## src/rtl/thre_pkg.sv

```systemverilog
package thre_pkg;
  localparam logic [3:0] IIR_CODE_THRE = 4'h2;
  localparam logic [3:0] IIR_CODE_NONE = 4'h1;
endpackage

```

## src/rtl/thre_fill_track.sv

```systemverilog
// Sticky flag: queue held two or more entries since the last empty event.
module thre_fill_track #(
  parameter int CNT_W = 5
) (
  input  logic             clk_i,
  input  logic             rst_ni,
  input  logic [CNT_W-1:0] fifo_cnt_i,
  input  logic             empty_set_i,
  output logic             seen2_o
);
  always_ff @(posedge clk_i or negedge rst_ni) begin
    if (!rst_ni)                       seen2_o <= 1'b0;
    else if (fifo_cnt_i >= CNT_W'(2))  seen2_o <= 1'b1;
    else if (empty_set_i)              seen2_o <= 1'b0;
  end
endmodule

```

## src/rtl/thre_empty_dly.sv

```systemverilog
module thre_empty_dly #(
  parameter int CNT_W = 5,
  parameter int FRM_W = 4
) (
  input  logic             clk_i,
  input  logic             rst_ni,
  input  logic [CNT_W-1:0] fifo_cnt_i,
  input  logic             seen2_i,
  input  logic             bit_tick_i,
  input  logic [FRM_W-1:0] frame_bits_i,
  output logic             empty_o,
  output logic             empty_set_o
);
  logic             dly_act_q;
  logic [FRM_W-1:0] dly_cnt_q;
  logic [FRM_W-1:0] dly_term;
  logic             nz;
  logic             dly_done;

  always_comb begin
    nz          = (fifo_cnt_i != '0);
    dly_term    = frame_bits_i - 1'b1;
    dly_done    = dly_act_q && bit_tick_i && ((dly_cnt_q + 1'b1) == dly_term);
    empty_set_o = !nz && !empty_o && ((!dly_act_q && seen2_i) || dly_done);
  end

  always_ff @(posedge clk_i or negedge rst_ni) begin
    if (!rst_ni) begin
      empty_o   <= 1'b1;
      dly_act_q <= 1'b0;
      dly_cnt_q <= '0;
    end else if (nz) begin
      // any occupancy aborts a running delay
      empty_o   <= 1'b0;
      dly_act_q <= 1'b0;
      dly_cnt_q <= '0;
    end else if (empty_set_o) begin
      empty_o   <= 1'b1;
      dly_act_q <= 1'b0;
      dly_cnt_q <= '0;
    end else if (!empty_o && !dly_act_q) begin
      dly_act_q <= 1'b1;
      dly_cnt_q <= '0;
    end else if (dly_act_q && bit_tick_i) begin
      dly_cnt_q <= dly_cnt_q + 1'b1;
    end
  end
endmodule

```

## src/rtl/thre_pend.sv

```systemverilog
module thre_pend (
  input  logic clk_i,
  input  logic rst_ni,
  input  logic empty_set_i,
  input  logic fifo_en_i,
  input  logic tx_ie_i,
  input  logic thr_wr_i,
  input  logic iir_rd_i,
  input  logic tx_reported_i,
  output logic pend_o
);
  logic fifo_en_q;
  logic en_chg, set, clr;

  always_comb begin
    en_chg = fifo_en_i ^ fifo_en_q;
    set    = empty_set_i | en_chg;
    clr    = thr_wr_i | (iir_rd_i & tx_reported_i);
  end

  always_ff @(posedge clk_i or negedge rst_ni) begin
    if (!rst_ni) begin
      fifo_en_q <= 1'b0;
      pend_o    <= 1'b0;
    end else begin
      fifo_en_q <= fifo_en_i;
      pend_o    <= (pend_o | set) & ~clr & fifo_en_i & tx_ie_i;
    end
  end
endmodule

```

## src/rtl/thre_irq_gen.sv

```systemverilog
module thre_irq_gen
  import thre_pkg::*;
#(
  parameter int DEPTH = 16,
  parameter int FRM_W = 4,
  localparam int CNT_W = $clog2(DEPTH + 1)
) (
  input  logic             clk_i,
  input  logic             rst_ni,
  input  logic             fifo_en_i,
  input  logic             tx_ie_i,
  input  logic [CNT_W-1:0] fifo_cnt_i,
  input  logic             thr_wr_i,
  input  logic             iir_rd_i,
  input  logic             tx_reported_i,
  input  logic             bit_tick_i,
  input  logic [FRM_W-1:0] frame_bits_i,
  output logic             tx_empty_o,
  output logic             pend_o,
  output logic [3:0]       iir_code_o
);
  logic seen2, empty_set;

  thre_fill_track #(.CNT_W(CNT_W)) u_fill (
    .clk_i       (clk_i),
    .rst_ni      (rst_ni),
    .fifo_cnt_i  (fifo_cnt_i),
    .empty_set_i (empty_set),
    .seen2_o     (seen2)
  );

  thre_empty_dly #(.CNT_W(CNT_W), .FRM_W(FRM_W)) u_dly (
    .clk_i        (clk_i),
    .rst_ni       (rst_ni),
    .fifo_cnt_i   (fifo_cnt_i),
    .seen2_i      (seen2),
    .bit_tick_i   (bit_tick_i),
    .frame_bits_i (frame_bits_i),
    .empty_o      (tx_empty_o),
    .empty_set_o  (empty_set)
  );

  thre_pend u_pend (
    .clk_i         (clk_i),
    .rst_ni        (rst_ni),
    .empty_set_i   (empty_set),
    .fifo_en_i     (fifo_en_i),
    .tx_ie_i       (tx_ie_i),
    .thr_wr_i      (thr_wr_i),
    .iir_rd_i      (iir_rd_i),
    .tx_reported_i (tx_reported_i),
    .pend_o        (pend_o)
  );

  assign iir_code_o = pend_o ? IIR_CODE_THRE : IIR_CODE_NONE;
endmodule

```

## config.mk

```make
export PLATFORM = sky130hd
export DESIGN_NAME = thre_irq_gen
export DESIGN_NICKNAME = d
export VERILOG_FILES = /design/src/rtl/thre_pkg.sv /design/src/rtl/thre_fill_track.sv /design/src/rtl/thre_empty_dly.sv /design/src/rtl/thre_pend.sv /design/src/rtl/thre_irq_gen.sv
export SDC_FILE = /design/constraint.sdc
export NUM_CORES = 1
export LEC_CHECK = 0
export BUFFER_PORTS_ARGS = -buffer_cell sky130_fd_sc_hd__buf_2
export CAP_MARGIN = 20
export CORE_AREA = 2 2 43 45
export CTS_BUF_LIST = sky130_fd_sc_hd__clkbuf_4 sky130_fd_sc_hd__clkbuf_8 sky130_fd_sc_hd__clkbuf_16
export DETAILED_ROUTE_END_ITERATION = 10
export DIE_AREA = 0 0 45 47
export HOLD_SLACK_MARGIN = 0.05
export PLACE_DENSITY_LB_ADDON = 0.1
export SETUP_SLACK_MARGIN = 0.2
export SLEW_MARGIN = 0
export SYNTH_ARGS = -nofsm -noshare
export SYNTH_HDL_FRONTEND = slang
export SYNTH_HIERARCHICAL = 1
export SYNTH_SLANG_ARGS = --single-unit
export TNS_END_PERCENT = 50
```

## constraint.sdc

```tcl
create_clock -name clk_i -period 1.9 [get_ports clk_i]
set_input_delay 0.38 -clock clk_i [delete_from_list [all_inputs] [get_ports clk_i]]
set_output_delay 0.38 -clock clk_i [all_outputs]
set_load 0.05 [all_outputs]
```

### Yosys cells after proc, flatten, opt, wreduce, memory -nomap -nowiden

Cells that the tools add are included.

| cells by class | value |
|---|---|
| $add $sub $neg | 2 |
| magnitude comparators | 1 |
| equal/unequal tests | 1 |
| muxes and demuxes | 12 |
| bitwise operators | 9 |
| reduce and logical (&&, ||, !) cells | 15 |

Operators by type and width:

| kind | count |
|---|---|
| $mux 4 | 4 |
| $mux 1 | 7 |
| $logic_and 1x1->1 | 6 |
| $ge 5x2->1 const B | 1 |
| $reduce_bool 5->1 | 1 |
| $add 4x1->4 const B | 1 |
| $and 1x1->1 | 4 |
| $eq 4x4->1 | 1 |
| $reduce_bool 2->1 | 2 |
| $reduce_bool 4->1 | 1 |
| $sub 4x1->4 const B | 1 |
| $logic_not 1->1 | 3 |
| $or 1x1->1 | 3 |
| $reduce_bool 3->1 | 1 |
| $mux 2 | 1 |
| $logic_or 1x1->1 | 1 |
| $not 1->1 | 1 |
| $xor 1x1->1 | 1 |

| storage, ports and cells | value |
|---|---|
| register bits after elaboration | 9 |
| word-level logic and storage cells | 46 |

### Depth between registers and ports, before layout

Gate-level depths: netlist of the first run.

| depth | value |
|---|---|
| depth in word-level cells | 10 |
| mapped depth | 8 |

### Cells and area by module

Netlist of the first run, hierarchy kept.

By module, submodules not included:

| module | instances | cells each | area an instance (sq um) |
|---|---|---|---|
| thre_empty_dly | 1 | 49 | 475.5 |
| thre_pend | 1 | 5 | 82.6 |
| thre_fill_track | 1 | 4 | 40.0 |
| thre_irq_gen | 1 | 5 | 30.0 |

### Worst setup path after synthesis of the first run

No wires, ideal clock.

| timing | value |
|---|---|
| kind | reg-to-reg |
| start | register u_dly.dly_cnt_q[0] |
| end | register u_pend.pend_o |
| library setup time | 0.087 ns |
| arrival time | 1.835 ns |
| path slack | -0.022 ns |
| cell stages (with the launch flop) | 8 |
| buffers on the path | 0 |
| clock period less this slack | 1.922 ns |
| cells stage by stage | dfrtp_1 -> ha_1 -> xor2_1 -> nand4_1 -> or3_4 -> a21oi_2 -> nor3b_2 -> a211oi_2 |

| on the way | value |
|---|---|
| longest elaborated chain between the ends | 10 |

Ends and longest elaborated chain:

| item | line | text |
|---|---|---|
| start: declaration | thre_empty_dly.sv:15 | `logic [FRM_W-1:0] dly_cnt_q;` |
| start signal: assignment | thre_empty_dly.sv:45 | `dly_cnt_q <= dly_cnt_q + 1'b1;` |
| $add 4x1->4 | thre_empty_dly.sv:23 | `dly_done = dly_act_q && bit_tick_i && ((dly_cnt_q + 1'b1) == dly_term);` |
| $eq 4x4->1 | thre_empty_dly.sv:23 |  |
| $logic_and 1x1->1 | thre_empty_dly.sv:23 |  |
| $logic_or 1x1->1 | thre_empty_dly.sv:24 | `empty_set_o = !nz && !empty_o && ((!dly_act_q && seen2_i) \|\| dly_done);` |
| $logic_and 1x1->1 | thre_empty_dly.sv:24 |  |
| via empty_set | thre_irq_gen.sv:22 | `logic seen2, empty_set;` |
| $or 1x1->1 | thre_pend.sv:17 | `set = empty_set_i \| en_chg;` |
| $or 1x1->1 | thre_pend.sv:27 | `pend_o <= (pend_o \| set) & ~clr & fifo_en_i & tx_ie_i;` |
| $and 1x1->1 (3 in series) | thre_pend.sv:27 |  |
| end signal: assignment | thre_pend.sv:27 |  |
| end: declaration | thre_pend.sv:10 | `output logic pend_o` |

The timed path passes the listed nets, and every way through them passes these cells.
A chain may end at the register's enable or synchronous reset.

### Final worst setup path of the first run

Ends and elaborated chain as after synthesis.

==> impl_metrics.csv, run 1 <==
group,metric,value,unit
synthesis,synth_top_family_by_area,"simple AND/OR/NAND/NOR gates",
global_routing,antenna_found_initial,0,
placement,dpl.hpwl,1.08,mm
global_routing,grt_pass1_wl,2.31,mm
global_routing,overflow,0,
drt,drtAntennaViolNets,0,
timing,hold_viol,0,
power_and_ir_drop,leakage,0.423,nW
layout,utilization,0.528,
clock_tree,cts_buffer_depth,2,
layout,nFillCells,164,
clock_tree,cts_root_buffer,"clkbuf_4",
clock_tree,htree_levels,1,
clock_tree,tritoncts,"done",
die,rows,15,
synthesis,synthAdderAreaFrac,0.0398,
global_routing,grt_max_degree,10,
worst_setup_path,cpPeakStageDelay,440,ps
clock_tree,cts_buffers,3,
timing,fin_skew,1.70,ps
synthesis,syn_area,628,µm²
layout,layout_common_cells,"buf_2, buf_4, dfrtp_1",
status,status,"finished, final reports clean",
global_routing,grt_use_total,0.155,
global_routing,grt_pass1_vias,570,
die,die_h,47,µm
die,ioPinCount,23,
die,fp.dieW,45,µm
timing,layout_worst_path_cycle_share,0.960,
timing,max_clock_freq,0.548,GHz
layout,drive_above_1_share,0.463,
worst_setup_path,timing_worst_setup_path_type,"reg -> reg",
power_and_ir_drop,power,0.433,mW
synthesis,ys_types,32,
min_path,worstHoldPathType,"in -> reg",
worst_setup_path,cp_max_fo,4,
synthesis,netlist_instances,63,
placement,port_buffers,20,
worst_setup_path,cp_cell_sequence,"ha_4 -> xor2_1 -> nand4_1 -> or3_4 -> a21oi_4 -> nor3b_2 -> a211oi_2",
power_and_ir_drop,switchingPower,0.112,mW
synthesis,ys_seq_area_frac,0.361,
drt,drtPass1Iterations,4,
worst_setup_path,worstSetupEndpointType,"flop",
placement,routabilityCongestion,0.703,
worst_setup_path,cp_top_family,"simple AND/OR/NAND/NOR gates",
timing,period_minus_slack,1820,ps
layout,fin_cells,112,
drt,drt_iter0_drc,8,
synthesis,synth_edf_count,0,
layout,layout_commonest_cell,"buf_2",
job,drv_cap,0,
power_and_ir_drop,clkPwrFrac,0.372,
worst_setup_path,crit_path_start_kind,"flop",
drt,routed-via-count,576,
synthesis,synth_ff_type,"dfrtp_1",
timing,report.final.slew_viol_count,0,
clock_tree,clk_pin_slew,60,ps
layout,diodes,0,
drt,viasPerCell,5.14,
layout,final_nets,115,
placement,dp.cells,106,
worst_setup_path,crit_buf_inv,0,
timing,setup_violations,0,
synthesis,synth_mux_area_frac,0.0339,
timing,rsz0062_at_grt,"true",
layout,syn_to_final_growth,38.8,%
worst_setup_path,arrival,2000,ps
drt,wire_per_inst,12.1,µm
synthesis,synth-seq-cells,9,
worst_setup_path,crit_required,2080,ps
drt,drc_errors,0,
worst_setup_path,crit_slowest_cell,"dfrtp_2",
timing,setup_ws,75.7,ps
die,fp.dieArea,2120,µm²
synthesis,synth_compound_area_frac,0.112,
synthesis,synthXorXnorAreaFrac,0.147,
synthesis,syn_avg_cell_area,9.97,µm²
power_and_ir_drop,powerDensity,496,nW/µm²
synthesis,synth_warnings,6,
die,start_util,0.380,
die,core_area,1650,µm²
synthesis,synth-simple-area-share,0.235,
power_and_ir_drop,switching_share,0.258,
power_and_ir_drop,intPower,0.321,mW
clock_tree,insertion_delay,260,ps
synthesis,async_reset_ff_frac,1.00,
power_and_ir_drop,combPwrFrac,0.175,
placement,dp_slack,-75.1,ps
clock_tree,cts.sinks,9,
power_and_ir_drop,ir_worst_vdd,382,µV
power_and_ir_drop,seq_power_share,0.452,
drt,wirelength,1.35,mm
## metrics by stage
stage               instance area [µm²]  setup TNS [ps]  hold slack [ps]
floorplan                           632               0             84.4
global placement                    795           -46.2              240
detailed placement                  795           -83.4              246
CTS                                 871               0              229
global route                        872           -8.27              232
finish                              872               0              241
## layer usage
metal / up-vias / global-route usage / wire length, µm
met2: 19 / 0.289 / 723
met3: 2 / 0.0154 / 68
li1: 286 / - / -
met1: 269 / 0.165 / 545
met5: - / 0 / 0
met4: 0 / 0.106 / 14
## state kept, by name, summed over array words and instances (netlist names)
signal            flops
u_dly/dly_act_q       1
u_dly/dly_cnt_q       4
u_fill/seen2_o        1
u_dly/empty_o         1
u_pend/fifo_en_q      1
u_pend/pend_o         1
## cell usage after synthesis, drive strengths merged, types with 2 or more instances
cell type	n	area, µm²
xnor2	4	35.0
nand4	2	12.5
inv	4	15.0
ha	2	25.0
dfrtp	8	200
nor2b	2	12.5
xor2	4	35.0
buf	3	22.5
a22oi	3	22.5
nand3	2	10.0
o21ai	3	15.0
nor2	4	15.0
or3	2	17.5
nor4	5	37.5
## cell families (layout without fill, tap and decap cells)
family	after synthesis	in the layout
other	1	2
adders and majority gates	2	2
and+or+nand+nor	23	23
buffers and inverters	8	39
AOI/OAI and AO/OA	9	9
DFF	9	9
xor gates and xnor gates	9	9
muxes	2	2
## layout make-up
class / count / area (µm²) / share of cell area
Tap cell: 17 / 21.3 / 0.0244
Clock buffer: 4 / 30.0 / 0.0344
Sequential cell: 9 / 228 / 0.261
Inverter: 4 / 15.0 / 0.0172
Multi-Input combinational cell: 47 / 393 / 0.451
Timing Repair Buffer: 31 / 185 / 0.212
## final timing paths
path                               startpoint                  to  slack, ps  depth (start not counted)
min in group asynchronous              rst_ni  u_dly/dly_cnt_q[3]        500                          2
setup / recovery           u_dly/dly_cnt_q[0]       u_pend/pend_o         80                          7
hold / removal                      fifo_en_i    u_pend/fifo_en_q        240                          1
hold reg to reg                u_fill/seen2_o      u_fill/seen2_o        540                          2
setup reg to reg           u_dly/dly_cnt_q[0]       u_pend/pend_o         80                          7
max in group asynchronous              rst_ni       u_dly/empty_o       1150                          2
## timing repair
item / CTS / global route
setup endpoints to repair: 8 / 8
resized for setup: 3 / 1
pin swaps: 3 / 1
buffers inserted: 1 / 0
endpoints found under the hold margin: 8 / 0
hold buffers: 1 / 0
## power by group through the flow
stage               logic (mW)  clock network (mW)  registers, mW
finish                  0.0759               0.161          0.196
global route            0.0824               0.177          0.196
CTS                     0.0767               0.168          0.196
detailed placement      0.0729                   0          0.199
global placement        0.0718                   0          0.199
floorplan               0.0388                   0          0.202
Power figures use the tool's default switching activity.
==> run 2: changes to the inputs <==
==> constraint.sdc (replaced) <==
create_clock -name clk_i -period 1.9 [get_ports clk_i]
set_input_delay 0.57 -clock clk_i [delete_from_list [all_inputs] [get_ports clk_i]]
set_output_delay 0.57 -clock clk_i [all_outputs]
set_load 0.05 [all_outputs]
==> impl_metrics.csv, run 2 (same netlist as run 1, synthesis figures left out) <==
group,metric,value,unit
status,status,"finished, final reports clean",
drt,drtPass1Iterations,4,
drt,routed-via-count,583,
global_routing,grt_pass1_wl,2.08,mm
layout,regArea,228,µm²
timing,hold_viol,0,
worst_setup_path,rr_startpoint,"u_dly/dly_cnt_q[0]",
worst_setup_path,timing_worst_setup_path_type,"reg -> reg",
die,fp.dieArea,2120,µm²
timing,setup_violations,0,
timing,fin_skew,6.19,ps
placement,dp_slack,-289,ps
layout,largest_reg_flops,4,
die,core_area,1650,µm²
placement,routabilityCongestion,0.771,
global_routing,overflow,0,
layout,final_nets,116,
drt,viasPerCell,5.16,
clock_tree,tritoncts,"done",
drt,drc_errors,0,
timing,setup_ws,21.4,ps
timing,report.final.slew_viol_count,0,
clock_tree,clk_pin_slew,70,ps
power_and_ir_drop,leakage,0.431,nW
placement,dpl.hpwl,1.08,mm
drt,wire_per_inst,12.8,µm
worst_setup_path,cp_max_fo,4,
clock_tree,cts_buffers,3,
clock_tree,cts_root_buffer,"clkbuf_4",
power_and_ir_drop,ir_worst_vdd,320,µV
layout,diodes,0,
job,drv_cap,0,
worst_setup_path,crit_start,"u_dly/dly_cnt_q[0]",
global_routing,grt_use_total,0.144,
die,die_h,47,µm
global_routing,grt_max_degree,10,
worst_setup_path,worstSetupEndpointType,"flop",
global_routing,antenna_found_initial,0,
clock_tree,postCtsHoldBufs,0,
worst_setup_path,arrival,2060,ps
die,rows,15,
die,ioPinCount,23,
layout,regMostFlops,"u_dly/dly_cnt_q",
timing,max_clock_freq,0.532,GHz
clock_tree,insertion_delay,260,ps
drt,drt_iter0_drc,6,
clock_tree,cts.sinks,9,
worst_setup_path,crit_path_start_kind,"flop",
layout,fin_cells,113,
timing,period_minus_slack,1880,ps
clock_tree,htree_levels,1,
placement,dp.cells,106,
power_and_ir_drop,powerDensity,475,nW/µm²
layout,utilization,0.565,
layout,multiInputGateArea,432,µm²
die,fp.dieW,45,µm
timing,layout_worst_path_cycle_share,0.989,
timing,final.setup.tns,0,ps
layout,layout_commonest_cell,"buf_2",
layout,syn_to_final_growth,48.6,%
drt,wirelength,1.44,mm
layout,nFillCells,159,
placement,port_buffers,20,
timing,rsz0062_at_grt,"true",
power_and_ir_drop,power,0.444,mW
min_path,worstHoldPathType,"in -> async",
clock_tree,cts_buffer_depth,2,
global_routing,grt_pass1_vias,491,
layout,layout_common_cells,"buf_2, buf_4, dfrtp_1",
die,start_util,0.380,
layout,drive_above_1_share,0.552,
drt,drtAntennaViolNets,0,
worst_setup_path,crit_required,2080,ps
==> run 2: cell types whose count changed in the layout (fill, tap and decap cells not counted), sizes merged <==
cell         before  now
buf              30   32
dlygate4sd3       1    0
==> run 2: metal layers <==
metal  vias up  wire length [µm]  global-route usage
li1        287                 -                   -
met1       278               619               0.171
met2        16               737               0.234
met3         2                76              0.0385
met4         0                10              0.0882
met5         -                 0                   0
==> run 2: final timing paths <==
check,to,slack (ps),cells past startpoint
setup / recovery,u_pend/pend_o,20,8
setup reg to reg,u_pend/pend_o,20,8
hold reg to reg,u_fill/seen2_o,540,2
max in group asynchronous,u_dly/empty_o,1510,1
hold / removal,u_pend/fifo_en_q,150,1
min in group clk_i,u_pend/fifo_en_q,430,1
==> run 2: area by class of cell <==
cell class,count,area share
timing repair buffer,32,0.209
tap,17,0.0228
inverter,4,0.0295
sequential,9,0.244
clock buffer,4,0.0322
multi-input combinational,47,0.462
==> run 2: what timing repair did <==
item,4_1_cts,5_1_grt
setup buffers,1,2
gates resized for setup,4,7
pin swaps,2,4
setup endpoints to repair,8,8
==> run 2: through the flow <==
stage | hold WS, ps | cell area [µm²]
after floorplan | 274 | 657
after global placement | 436 | 820
after detailed placement | 437 | 820
after CTS | 155 | 882
after global routing | 148 | 933
final | 148 | 933
==> run 2: where the power goes <==
group / internal [mW] / switching (mW) / leakage, nW
combinational: 0.0354 / 0.0475 / 0.300
sequential: 0.194 / 0.00156 / 0.113
clock: 0.0952 / 0.0702 / 0.0184
total: 0.325 / 0.119 / 0.431
==> run 2: critical path, cell delays in order, from the launching register on <==
cell,delay [ps]
dfrtp_2,440
buf_4,150
buf_4,120
xnor2_1,160
nand4_1,150
or3_4,420
a21oi_4,150
nor3b_2,60
a211oi_2,140
